File: config.mk
export PLATFORM = sky130hd
export DESIGN_NAME = xlat_cache
export DESIGN_NICKNAME = d
export VERILOG_FILES = /design/src/rtl/xlat_pkg.sv /design/src/rtl/xlat_entry.sv /design/src/rtl/xlat_victim.sv /design/src/rtl/xlat_fill_ctrl.sv /design/src/rtl/xlat_cache.sv
export SDC_FILE = /design/constraint.sdc
export NUM_CORES = 2
export LEC_CHECK = 0
export ABC_AREA = 1
export BUFFER_PORTS_ARGS = -buffer_cell sky130_fd_sc_hd__buf_2
export CORE_ASPECT_RATIO = 1.25
export CORE_MARGIN = 1
export CORE_UTILIZATION = 55
export CTS_BUF_LIST = sky130_fd_sc_hd__clkbuf_2
export CTS_CLUSTER_SIZE = 24
export DETAILED_ROUTE_END_ITERATION = 10
export PLACE_DENSITY = 0.73
export SYNTH_ARGS = -nofsm -noshare
export SYNTH_HDL_FRONTEND = slang
export SYNTH_HIERARCHICAL = 1
export SYNTH_SLANG_ARGS = --single-unit
File: constraint.sdc
create_clock -name clk -period 3.1 [get_ports clk]
set_clock_uncertainty 0.15 [all_clocks]
set_input_delay 0.31 -clock clk [delete_from_list [all_inputs] [get_ports clk]]
set_output_delay 0.31 -clock clk [all_outputs]
set_load 0.05 [all_outputs]
File: src/rtl/xlat_pkg.sv
package xlat_pkg;

    localparam int FC_W = 3;

    typedef enum logic [1:0] {
        ST_EMPTY   = 2'd0,
        ST_PARTIAL = 2'd1,
        ST_FULL    = 2'd2
    } fill_state_e;

    // space code: supervisor -> 5, user -> 1
    function automatic logic [FC_W-1:0] space_code(input logic sup);
        return {sup, 1'b0, 1'b1};
    endfunction

    // command bits 15:8 of a control write; flush when group 010,
    // register 0/2/3, direction 0 (write) and flush-disable 0
    function automatic logic ctl_flushes(input logic [15:8] cmd);
        logic grp_ok;
        logic reg_ok;
        grp_ok = (cmd[15:13] == 3'b010);
        reg_ok = (cmd[12:10] == 3'd0) || (cmd[12:10] == 3'd2) || (cmd[12:10] == 3'd3);
        return grp_ok && reg_ok && !cmd[9] && !cmd[8];
    endfunction

endpackage

File: src/rtl/xlat_entry.sv
module xlat_entry #(
    parameter int PAGE_W = 24,
    parameter int FC_W   = 3
) (
    input  logic              clk,
    input  logic              rst_n,
    input  logic              clr,
    input  logic              wr_en,
    input  logic [PAGE_W-1:0] in_lpage,
    input  logic [FC_W-1:0]   in_fc,
    input  logic [PAGE_W-1:0] in_ppage,
    input  logic [PAGE_W-1:0] lk_lpage,
    input  logic [FC_W-1:0]   lk_fc,
    output logic              valid,
    output logic              lk_match,
    output logic              in_match,
    output logic [PAGE_W-1:0] ppage
);

    logic              vld_q;
    logic [PAGE_W-1:0] lpage_q;
    logic [FC_W-1:0]   fc_q;
    logic [PAGE_W-1:0] ppage_q;

    always_ff @(posedge clk or negedge rst_n) begin
        if (!rst_n) begin
            vld_q   <= 1'b0;
            lpage_q <= '0;
            fc_q    <= '0;
            ppage_q <= '0;
        end else if (clr) begin
            vld_q   <= 1'b0;
            lpage_q <= '0;
            fc_q    <= '0;
        end else if (wr_en) begin
            vld_q   <= 1'b1;
            lpage_q <= in_lpage;
            fc_q    <= in_fc;
            ppage_q <= in_ppage;
        end
    end

    assign valid    = vld_q;
    assign lk_match = vld_q && (lpage_q == lk_lpage) && (fc_q == lk_fc);
    assign in_match = vld_q && (lpage_q == in_lpage) && (fc_q == in_fc);
    assign ppage    = ppage_q;

endmodule

File: src/rtl/xlat_victim.sv
module xlat_victim #(
    parameter int ENTRIES = 22,
    parameter int IDX_W   = 5
) (
    input  logic               clk,
    input  logic               rst_n,
    input  logic               clr,
    input  logic               adv,
    input  logic               use_rr,
    input  logic [ENTRIES-1:0] valid_vec,
    output logic [IDX_W-1:0]   victim,
    output logic [IDX_W-1:0]   rr_ptr
);

    logic [IDX_W-1:0] rr_q;
    logic [IDX_W-1:0] free_idx;

    // lowest-index free slot: scan from the top so the lowest wins
    always_comb begin
        free_idx = '0;
        for (int i = ENTRIES - 1; i >= 0; i--) begin
            if (!valid_vec[i]) free_idx = IDX_W'(i);
        end
    end

    always_ff @(posedge clk or negedge rst_n) begin
        if (!rst_n) begin
            rr_q <= '0;
        end else if (clr) begin
            rr_q <= '0;
        end else if (adv && use_rr) begin
            rr_q <= (rr_q == IDX_W'(ENTRIES - 1)) ? '0 : rr_q + 1'b1;
        end
    end

    assign victim = use_rr ? rr_q : free_idx;
    assign rr_ptr = rr_q;

endmodule

File: src/rtl/xlat_fill_ctrl.sv
module xlat_fill_ctrl
    import xlat_pkg::*;
#(
    parameter int ENTRIES = 22,
    parameter int CNT_W   = 5
) (
    input  logic        clk,
    input  logic        rst_n,
    input  logic        clr,
    input  logic        take,
    output fill_state_e state,
    output logic        use_rr
);

    fill_state_e state_q;
    fill_state_e state_d;
    logic [CNT_W-1:0] cnt_q;

    always_ff @(posedge clk or negedge rst_n) begin
        if (!rst_n) state_q <= ST_EMPTY;
        else        state_q <= state_d;
    end

    always_ff @(posedge clk or negedge rst_n) begin
        if (!rst_n) begin
            cnt_q <= '0;
        end else if (clr) begin
            cnt_q <= '0;
        end else if (take && (state_q != ST_FULL)) begin
            cnt_q <= cnt_q + 1'b1;
        end
    end

    always_comb begin
        state_d = state_q;
        if (clr) begin
            state_d = ST_EMPTY;
        end else begin
            unique case (state_q)
                ST_EMPTY: begin
                    if (take) state_d = (ENTRIES == 1) ? ST_FULL : ST_PARTIAL;
                end
                ST_PARTIAL: begin
                    if (take && (cnt_q == CNT_W'(ENTRIES - 1))) state_d = ST_FULL;
                end
                ST_FULL: begin
                    state_d = ST_FULL;
                end
                default: state_d = ST_EMPTY;
            endcase
        end
    end

    always_comb begin
        use_rr = (state_q == ST_FULL);
    end

    assign state = state_q;

endmodule

File: src/rtl/xlat_cache.sv
module xlat_cache
    import xlat_pkg::*;
#(
    parameter int ADDR_W     = 32,
    parameter int PAGE_SHIFT = 8,
    parameter int ENTRIES    = 22
) (
    input  logic                         clk,
    input  logic                         rst_n,
    input  logic                         lk_sup,
    input  logic [ADDR_W-1:0]            lk_laddr,
    output logic                         lk_hit,
    output logic [ADDR_W-1:0]            lk_paddr,
    input  logic                         ins_en,
    input  logic                         ins_sup,
    input  logic [ADDR_W-1:PAGE_SHIFT]   ins_lpage,
    input  logic [ADDR_W-1:PAGE_SHIFT]   ins_ppage,
    input  logic                         flush_cmd,
    input  logic                         ctl_wr,
    input  logic [15:8]                  ctl_cmd
);

    localparam int PAGE_W = ADDR_W - PAGE_SHIFT;
    localparam int IDX_W  = (ENTRIES > 1) ? $clog2(ENTRIES) : 1;
    localparam int CNT_W  = $clog2(ENTRIES + 1);

    logic [PAGE_W-1:0]  lk_lpage;
    logic [FC_W-1:0]    lk_fc;
    logic [FC_W-1:0]    in_fc;
    logic [ENTRIES-1:0] valid_vec;
    logic [ENTRIES-1:0] lk_match_vec;
    logic [ENTRIES-1:0] in_match_vec;
    logic [PAGE_W-1:0]  pp_arr [ENTRIES];
    logic [PAGE_W-1:0]  hit_ppage;
    logic [IDX_W-1:0]   victim;
    logic [IDX_W-1:0]   rr_ptr;
    logic               dup;
    logic               flush_now;
    logic               take;
    logic               use_rr;
    fill_state_e        state_q;

    assign lk_lpage  = lk_laddr[ADDR_W-1:PAGE_SHIFT];
    assign lk_fc     = space_code(lk_sup);
    assign in_fc     = space_code(ins_sup);
    assign dup       = |in_match_vec;
    assign flush_now = flush_cmd || (ctl_wr && ctl_flushes(ctl_cmd));
    assign take      = ins_en && !dup && !flush_now;

    for (genvar i = 0; i < ENTRIES; i++) begin : g_slot
        xlat_entry #(
            .PAGE_W (PAGE_W),
            .FC_W   (FC_W)
        ) u_entry (
            .clk      (clk),
            .rst_n    (rst_n),
            .clr      (flush_now),
            .wr_en    (take && (victim == IDX_W'(i))),
            .in_lpage (ins_lpage),
            .in_fc    (in_fc),
            .in_ppage (ins_ppage),
            .lk_lpage (lk_lpage),
            .lk_fc    (lk_fc),
            .valid    (valid_vec[i]),
            .lk_match (lk_match_vec[i]),
            .in_match (in_match_vec[i]),
            .ppage    (pp_arr[i])
        );
    end

    xlat_victim #(
        .ENTRIES (ENTRIES),
        .IDX_W   (IDX_W)
    ) u_victim (
        .clk       (clk),
        .rst_n     (rst_n),
        .clr       (flush_now),
        .adv       (take),
        .use_rr    (use_rr),
        .valid_vec (valid_vec),
        .victim    (victim),
        .rr_ptr    (rr_ptr)
    );

    xlat_fill_ctrl #(
        .ENTRIES (ENTRIES),
        .CNT_W   (CNT_W)
    ) u_ctrl (
        .clk    (clk),
        .rst_n  (rst_n),
        .clr    (flush_now),
        .take   (take),
        .state  (state_q),
        .use_rr (use_rr)
    );

    // at most one slot matches, so an AND-OR mux selects its page
    always_comb begin
        hit_ppage = '0;
        for (int i = 0; i < ENTRIES; i++) begin
            hit_ppage = hit_ppage | ({PAGE_W{lk_match_vec[i]}} & pp_arr[i]);
        end
    end

    assign lk_hit   = |lk_match_vec;
    assign lk_paddr = lk_hit ? {hit_ppage, lk_laddr[PAGE_SHIFT-1:0]} : '0;

endmodule

## Yosys cells after proc, flatten, opt, wreduce, memory -nomap -nowiden

Index checks and enable logic that the tools add are counted.

| cells by class | value |
|---|---|
| $mul | 0 |
| equality and inequality tests | 119 |
| shift-type cells | 0 |
| reduce and logical (&&, ||, !) cells | 178 |
| divide/modulo/power cells | 0 |
| muxes and demuxes | 165 |
| $add $sub $neg | 2 |
| order comparisons | 0 |
| bitwise operators | 44 |

Operators with widths:

| kind | count |
|---|---|
| equality test 24 bit | 44 |
| two-way mux 24 bit | 44 |
| AND 24 bit | 22 |
| OR 24 bit | 21 |
| two-way mux 5 bit | 28 |
| equality test 3 bit | 44 |
| two-way mux 3 bit | 44 |
| logical AND 1 bit | 119 |
| nonzero test 2 bit | 24 |
| AND reduction 2 bit | 23 |
| two-way mux 1 bit | 44 |
| OR reduction 22 bit | 2 |
| equality test 5 x 4 -> 1 bit, second input constant | 8 |
| equality test 5 bit, second input constant | 8 |
| two-way mux 32 bit | 1 |
| equality test 5 x 3 -> 1 bit, second input constant | 4 |
| adder 5 x 1 -> 5 bit, second input constant | 2 |
| equality test 5 x 2 -> 1 bit, second input constant | 2 |
| equality test 3 x 2 -> 1 bit, second input constant | 3 |
| two-way mux 2 bit | 3 |
| case mux 2 bit (3 select lines) | 1 |
| equality test 5 x 1 -> 1 bit, second input constant | 1 |
| zero test 5 bit | 1 |
| zero test 1 bit | 4 |
| 9 further kinds | 11 |

| word-level totals | value |
|---|---|
| ROM bits | 0 |
| register bits after elaboration | 1156 |
| bits in latches | 0 |
| memories kept | 0 |
| output and inout port bits | 33 |
| memory bits (writable) | 0 |
| word-level logic and storage cells | 599 |

## Longest topological paths before layout

| depth | value |
|---|---|
| depth after elaboration | 27 |
| depth in mapped cells | 31 |
| gate-level depth less buffers | 29 |

## Modules after synthesis

Netlist, hierarchy kept.

By module, submodules not included:

| module | sequential area each (sq um) | area each (sq um) | cells each | instances |
|---|---|---|---|---|
| xlat_entry | 1301.2 | 3146.8 | 400 | 22 |
| xlat_cache | 0.0 | 4486.8 | 1055 | 1 |
| xlat_victim | 125.1 | 525.5 | 92 | 1 |
| xlat_fill_ctrl | 175.2 | 447.9 | 59 | 1 |

## Worst setup path after synthesis

OpenSTA, ideal clock, no wires.

| timing path | value |
|---|---|
| path type | register to register |
| start point | register g_slot[21].u_entry.vld_q |
| end point | register g_slot[21].u_entry.ppage_q[10] |
| period minus slack after synthesis | 2.854 ns |
| cell stages (with the launch flop) | 31 |
| data required time | 2.825 ns |
| data arrival time | 2.579 ns |
| slack | 0.246 ns |
| path buffers | 1 |
| path through | dfrtp_1 inv_1 nand2_1 nand2_1 nand2_1 nand2_1 nand2_1 nand2_1 nand2_1 nand2_1 nand2_1 nand2_1 nand2_1 nand2_1 nand2_1 nand2_1 nand2_1 nand2_1 nand2_1 nand2_1 nand2_1 nand2_1 nand2_1 nand2_1 inv_1 nor2_1 nand3_1 nor2_1 nand2_4 buf_6 mux2_4 |

| on the way | value |
|---|---|
| word-level cells in the longest chain between the ends | 26 |
| elaborated cells between the ends (all ways) | 32 |
| those cells by class | eq/ne (1); mux (23); reduce/logical (8) |

RTL lines:

| item | RTL line | RTL |
|---|---|---|
| start, declared | xlat_entry.sv:20 | `logic vld_q;` |
| start signal, assigned | xlat_entry.sv:27 | `vld_q <= 1'b0;` |
| start signal, assigned | xlat_entry.sv:32 | `vld_q <= 1'b0;` |
| start signal, assigned | xlat_entry.sv:36 | `vld_q <= 1'b1;` |
| two-way mux 5 bit (22 in a row) | xlat_victim.sv:22 | `if (!valid_vec[i]) free_idx = IDX_W'(i);` |
| two-way mux 5 bit | xlat_victim.sv:36 | `assign victim = use_rr ? rr_q : free_idx;` |
| named net victim[0] | xlat_cache.sv:35 | `logic [IDX_W-1:0] victim;` |
| equality test 5 bit | xlat_cache.sv:58 | `.wr_en (take && (victim == IDX_W'(i))),` |
| logical AND 1 bit | xlat_cache.sv:58 |  |
| AND reduction 2 bit (no line) | - |  |
| end signal, assigned | xlat_entry.sv:39 | `ppage_q <= in_ppage;` |
| end, declared | xlat_entry.sv:23 | `logic [PAGE_W-1:0] ppage_q;` |

The timed path passes the listed nets, and every way through them passes these cells.
A chain may end at the register's enable or synchronous reset.

## Worst setup path after layout

| timing path | value |
|---|---|
| start point | register g_slot[12].u_entry.lpage_q[19] |
| end point | output port lk_paddr[25] |

| on the way | value |
|---|---|
| word-level cells in the longest chain between the ends | 15 |
| elaborated cells between the ends (all ways) | 16 |
| those cells by class | eq/ne (1); mux (1); bitwise (11); reduce/logical (3) |

RTL lines:

| item | RTL line | RTL |
|---|---|---|
| start, declared | xlat_entry.sv:21 | `logic [PAGE_W-1:0] lpage_q;` |
| start signal, assigned | xlat_entry.sv:37 | `lpage_q <= in_lpage;` |
| equality test 24 bit * | xlat_entry.sv:44 | `assign lk_match = vld_q && (lpage_q == lk_lpage) && (fc_q == lk_fc);` |
| logical AND 1 bit * (2 in a row) | xlat_entry.sv:44 |  |
| named net lk_match_vec[12] | xlat_cache.sv:31 | `logic [ENTRIES-1:0] lk_match_vec;` |
| AND 24 bit | xlat_cache.sv:101 | `hit_ppage = hit_ppage \| ({PAGE_W{lk_match_vec[i]}} & pp_arr[i]);` |
| OR 24 bit (10 in a row) | xlat_cache.sv:101 |  |
| two-way mux 32 bit * | xlat_cache.sv:106 | `assign lk_paddr = lk_hit ? {hit_ppage, lk_laddr[PAGE_SHIFT-1:0]} : '0;` |
| end, declared | xlat_cache.sv:13 | `output logic [ADDR_W-1:0] lk_paddr,` |

Mark *: on every way through the listed nets, which the timed path passes. The rest lies on a longest branch.

==> impl_table.tex <==
\begin{tabular}{lr}
\hline
Metric & Value \\
\hline
\multicolumn{2}{l}{\textbf{Placed design}} \\
\quad Port buffer count & around 130 \\
\quad Dpl hpwl & 182,000 um \\
\quad Instance area after placement & $\sim$87,000 sq um \\
\quad Final estimated routing congestion in global placement & about 1 \\
\multicolumn{2}{l}{\textbf{Timing}} \\
\quad Final Max Tran Viols & 0 \\
\quad Max Clk Rate & 0.224 GHz \\
\quad Period utilisation layout & 1.44 \\
\quad Total of endpoints with negative setup slack in the final report & about 1,200 \\
\quad Setup TNS Final & -376.88 ns \\
\quad Slew headroom & 0.167 \\
\quad Transition time of the tightest slew-check pin & between 1 and 1.5 ns \\
\quad Min Clock Period, post-route & about 4.5 ns \\
\quad Final Hold Vio Count & 0 \\
\quad RSZ-0062 raised after global routing & yes \\
\quad Setup WS post-layout & -1.37 ns \\
\multicolumn{2}{l}{\textbf{Logic synthesis}} \\
\quad Dominant combinational cell family by area after synthesis & simple AND/OR/NAND/NOR gates \\
\quad Fraction of the mapped netlist area in simple logic gates & 0.279 \\
\quad Share of synthesized area occupied by flip-flops and latches & 0.387 \\
\quad Library cell with the largest summed area after synthesis & dfrtp\_1 \\
\quad Synth Register Bits & $\sim$1,200 \\
\quad Number of warning messages in the yosys log & 6 \\
\quad Fraction of synthesized area in multiplexers & 0.103 \\
\quad Leading cell types by total area after synthesis & dfrtp\_1 (39\%), nand2\_1 (22\%), mux2\_4 (9.3\%) \\
\quad Gate count after technology mapping & 10,006 \\
\quad Xor and xnor fraction of the mapped netlist area & 0.0104 \\
\quad Post-synthesis area per instance & 7.46 sq um \\
\quad Adder-Cell Fraction of Synth Area & 0.00134 \\
\quad Post-Synthesis Cell Area & between 70,000 and 80,000 sq um \\
\quad Area share of the largest cell type after synthesis & 0.387 \\
\quad Post-synth cell types & 35 \\
\quad Share of the synthesized area in compound gates (AO/OA/AOI/OAI) & 0.0963 \\
\multicolumn{2}{l}{\textbf{Floorplanning}} \\
\quad Die area & $\sim$140,000 sq um \\
\quad Die Y-Extent & between 400 and 500 um \\
\quad Die X-Extent & 332 um \\
\quad Initial Util & 0.557 \\
\quad Num ports & 128 \\
\quad Total core area & roughly 130,000 sq um \\
\quad Standard-cell row count & 150 \\
\multicolumn{2}{l}{\textbf{Status}} \\
\quad Run status & finished, violations left \\
\quad Violations in the final reports & negative setup slack \\
\multicolumn{2}{l}{\textbf{Final layout}} \\
\quad Net count, final & 11,777 \\
\quad Finished layout cell area & 92,400 sq um \\
\quad Final core area utilization & 0.688 \\
\quad Share of layout cells above drive strength 1 & 0.250 \\
\quad Layout-stage area growth over the synthesis result & 23.7\% \\
\multicolumn{2}{l}{\textbf{Route}} \\
\quad Total number of vias & around 70,000 \\
\quad Number of DRC violations after detailed routing & 0 \\
\quad Number of DRC markers after the initial detailed-route iteration & about 6,700 \\
\quad 1st-pass router iterations & 8 \\
\quad Count of antenna-violating nets left after detailed routing & 0 \\
\quad Drt total wl & $\sim$270,000 um \\
\quad DR WL/cell & slightly below 20 um \\
\quad Routed via count divided by cell count & around 5.3 \\
\multicolumn{2}{l}{\textbf{CTS}} \\
\quad Library cell used as clock root buffer & clkbuf\_2 \\
\quad Clock latency at the later pin of the worst-skew pair & about 1.8 ns \\
\quad TritonCTS clock tree & done \\
\quad CTS Buffer Depth & 4 \\
\quad Sink Count & $\sim$1,200 \\
\quad Number of H-tree levels & 5 \\
\quad CTS buffer count & 318 \\
\quad Clock input transition at the sequential cells of the worst setup and hold paths & $\sim$0.1 ns \\
\multicolumn{2}{l}{\textbf{Run}} \\
\quad MaxCap Viol Count & 0 \\
\multicolumn{2}{l}{\textbf{Critical path}} \\
\quad Worst Path Required & roughly 2.6 ns \\
\quad Crit. Startpoint & g\_slot[12].u\_entry/lpage\_q[19] \\
\quad WS Path Type & flop to primary output \\
\quad CP arrival & 4.01 ns \\
\quad Cell depth of the worst flop-to-flop path & 19 \\
\quad Endpoint type of the worst setup path & primary output \\
\quad Kind of start point of the critical path & flop \\
\quad Endpoint of the worst register-to-register path & g\_slot[10].u\_entry/ppage[6] \\
\quad Start of the worst register-to-register path & g\_slot[18].u\_entry/valid \\
\quad Critical-path maximum fanout & 25 \\
\quad R2r setup slk & -0.52 ns \\
\quad Worst setup endpoint & lk\_paddr[25] \\
\multicolumn{2}{l}{\textbf{Power}} \\
\quad Worst VDD drop & 0.329 mV \\
\quad Power Total & approximately 32 mW \\
\quad Leak Pwr & approximately 53 nW \\
\quad Power density normalized to cell area & $\sim$350 nW/um\^{}2 \\
\multicolumn{2}{l}{\textbf{GRT}} \\
\quad Tot GR Track Use & 0.380 \\
\quad Grt total ovfl & 0 \\
\quad Global-route wire length before repair & between 400,000 and 500,000 um \\
\quad Initial antenna violation count & 4 \\
\quad Maximum number of pins on one net before global-route repair & 103 \\
\quad Number of global-route vias before repair & around 72,000 \\
\multicolumn{2}{l}{\textbf{Hold path}} \\
\quad Kind of path behind the tightest hold check & input port to flop \\
\quad Number of cells on the worst hold path & 6 \\
\hline
\end{tabular}
## cell usage in the layout (no fill, tap or decap), types with 9 or more instances in the layout
cell type	netlist	routed
nor2_2	24	80
nand3_1	119	106
nand2_4	22	24
a21oi_1	75	74
nor2_4	0	27
or2_1	22	16
dlygate4sd3_1	0	149
o22ai_1	134	133
buf_12	0	212
o22ai_2	440	441
mux2_4	462	462
dfrtp_1	1156	1156
buf_2	72	92
nand2_2	1	53
buf_4	22	906
nand3_2	0	9
nor2_1	835	752
inv_1	1837	1800
xnor2_1	88	88
o21ai_0	72	69
nand4_1	76	76
nand2_1	4280	4226
inv_2	23	67
buf_6	146	40
clkinv_1	0	57
conb_1	2	176
clkbuf_16	0	9
mux2_2	66	66
clkbuf_2	0	451
## logic make-up (layout without fill, tap and decap cells)
logic type / Yosys count / in the layout
adders and majority gates: 8 / 8
DFF: 1156 / 1156
other: 2 / 179
muxes: 528 / 528
buffers and inverters: 2106 / 3801
and+or+nand+nor: 5382 / 5382
AOI/OAI and AO/OA: 735 / 735
xor gates and xnor gates: 89 / 89
## what timing repair did
action / CTS / global route
pin swaps: 11 / 47
hold endpoints to repair: 2312 / 0
cloned: 0 / 11
hold buffers: 155 / 0
gates resized for setup: 157 / 145
endpoints found under the setup margin: 1183 / 1189
buffers inserted: 0 / 30
## worst min path at each step
| stage | from | endpoint | slack [ns] |
|---|---|---|---|
| finish | ins_lpage[15] | g_slot[7].u_entry/lpage_q[7] | 0.14 |
| global route | ins_lpage[15] | g_slot[7].u_entry/lpage_q[7] | 0.12 |
| CTS | ins_lpage[9] | g_slot[17].u_entry/lpage_q[1] | 0.0009 |
| detailed placement | rst_n | g_slot[3].u_entry/ppage[14] | 0.19 |
| global placement | rst_n | g_slot[3].u_entry/ppage[14] | 0.17 |
| floorplan | rst_n | g_slot[0].u_entry/fc_q[0] | -0.14 |
## worst max-delay path, cell delays in order, from the launching register on
cell and delay (ns):
dfrtp_1 0.41, inv_2 0.06, buf_6 0.12, nand2_2 0.04, nand2_1 0.06, nor2_2 0.14, nand2_1 0.08, nor2_2 0.09
nand2_1 0.12, nor2_2 0.16, buf_12 0.21, nand2_1 0.11, nand2_2 0.11, nor2_2 0.05, nand4_1 0.13, nor2_2 0.06
nand2_1 0.09, buf_6 0.16
## where the power goes
group / internal, mW / switching, mW / total (mW)
registers: 15.6 / 0.320 / 15.9
logic: 2.32 / 3.20 / 5.51
clock network: 3.92 / 7.00 / 10.9
total: 21.8 / 10.5 / 32.3
## state kept, by name, indices dropped and copies added, names as in the netlist
| name | flops |
|---|---|
| u_victim/rr_ptr | 5 |
| g_slot.u_entry/valid | 22 |
| g_slot.u_entry/lpage_q | 528 |
| g_slot.u_entry/fc_q | 66 |
| u_ctrl/cnt_q | 5 |
| g_slot.u_entry/ppage | 528 |
| u_ctrl/state | 2 |
## stage by stage
| step | hold slack [ns] | setup WS (ns) | std cells |
|---|---|---|---|
| floorplan | -0.136 | 0.246 | 10180 |
| global placement | 0.168 | -0.709 | 12906 |
| detailed placement | 0.191 | -0.649 | 12906 |
| CTS | 0.000865 | -1.44 | 13582 |
| global route | 0.116 | -1.47 | 13624 |
| finish | 0.137 | -1.37 | 13626 |
## synthesized netlist by cell type
cell      instances
a211oi_1          1
a21boi_1          8
a21oi_1          75
a21oi_2           1
a31oi_1           1
a32o_1            1
a41oi_1           1
buf_2            72
buf_4            22
buf_6           146
clkbuf_1          6
conb_1            2
dfrtp_1        1156
ha_1              8
inv_1          1837
inv_2            23
mux2_2           66
mux2_4          462
nand2_1        4280
nand2_2           1
nand2_4          22
nand3_1         119
nand3b_1          1
nand4_1          76
nor2_1          835
nor2_2           24
nor3_1            1
nor4_1            1
o21ai_0          72
o22ai_1         134
o22ai_2         440
o32ai_1           1
or2_1            22
xnor2_1          88
xor2_1            1
## final cells by class
type,instances,area (sq um)
clock buffers,451,2260
clock inverters,70,295
fillers,10880,41800
diodes,3,7.51
multi-input cells,6918,37900
inverters,1860,6980
flip-flops and latches,1156,28900
well taps,1748,2190
repair buffers,1420,13900
## routing by layer
| metal | track usage | vias to the layer above | share of wire |
|---|---|---|---|
| li1 | - | 33631 | - |
| met1 | 0.460 | 34059 | 0.38 |
| met2 | 0.613 | 3372 | 0.46 |
| met3 | 0.0682 | 1066 | 0.083 |
| met4 | 0.272 | 6 | 0.084 |
| met5 | 0 | - | 0.00017 |
Note: power is estimated with default switching activity, not from simulation.
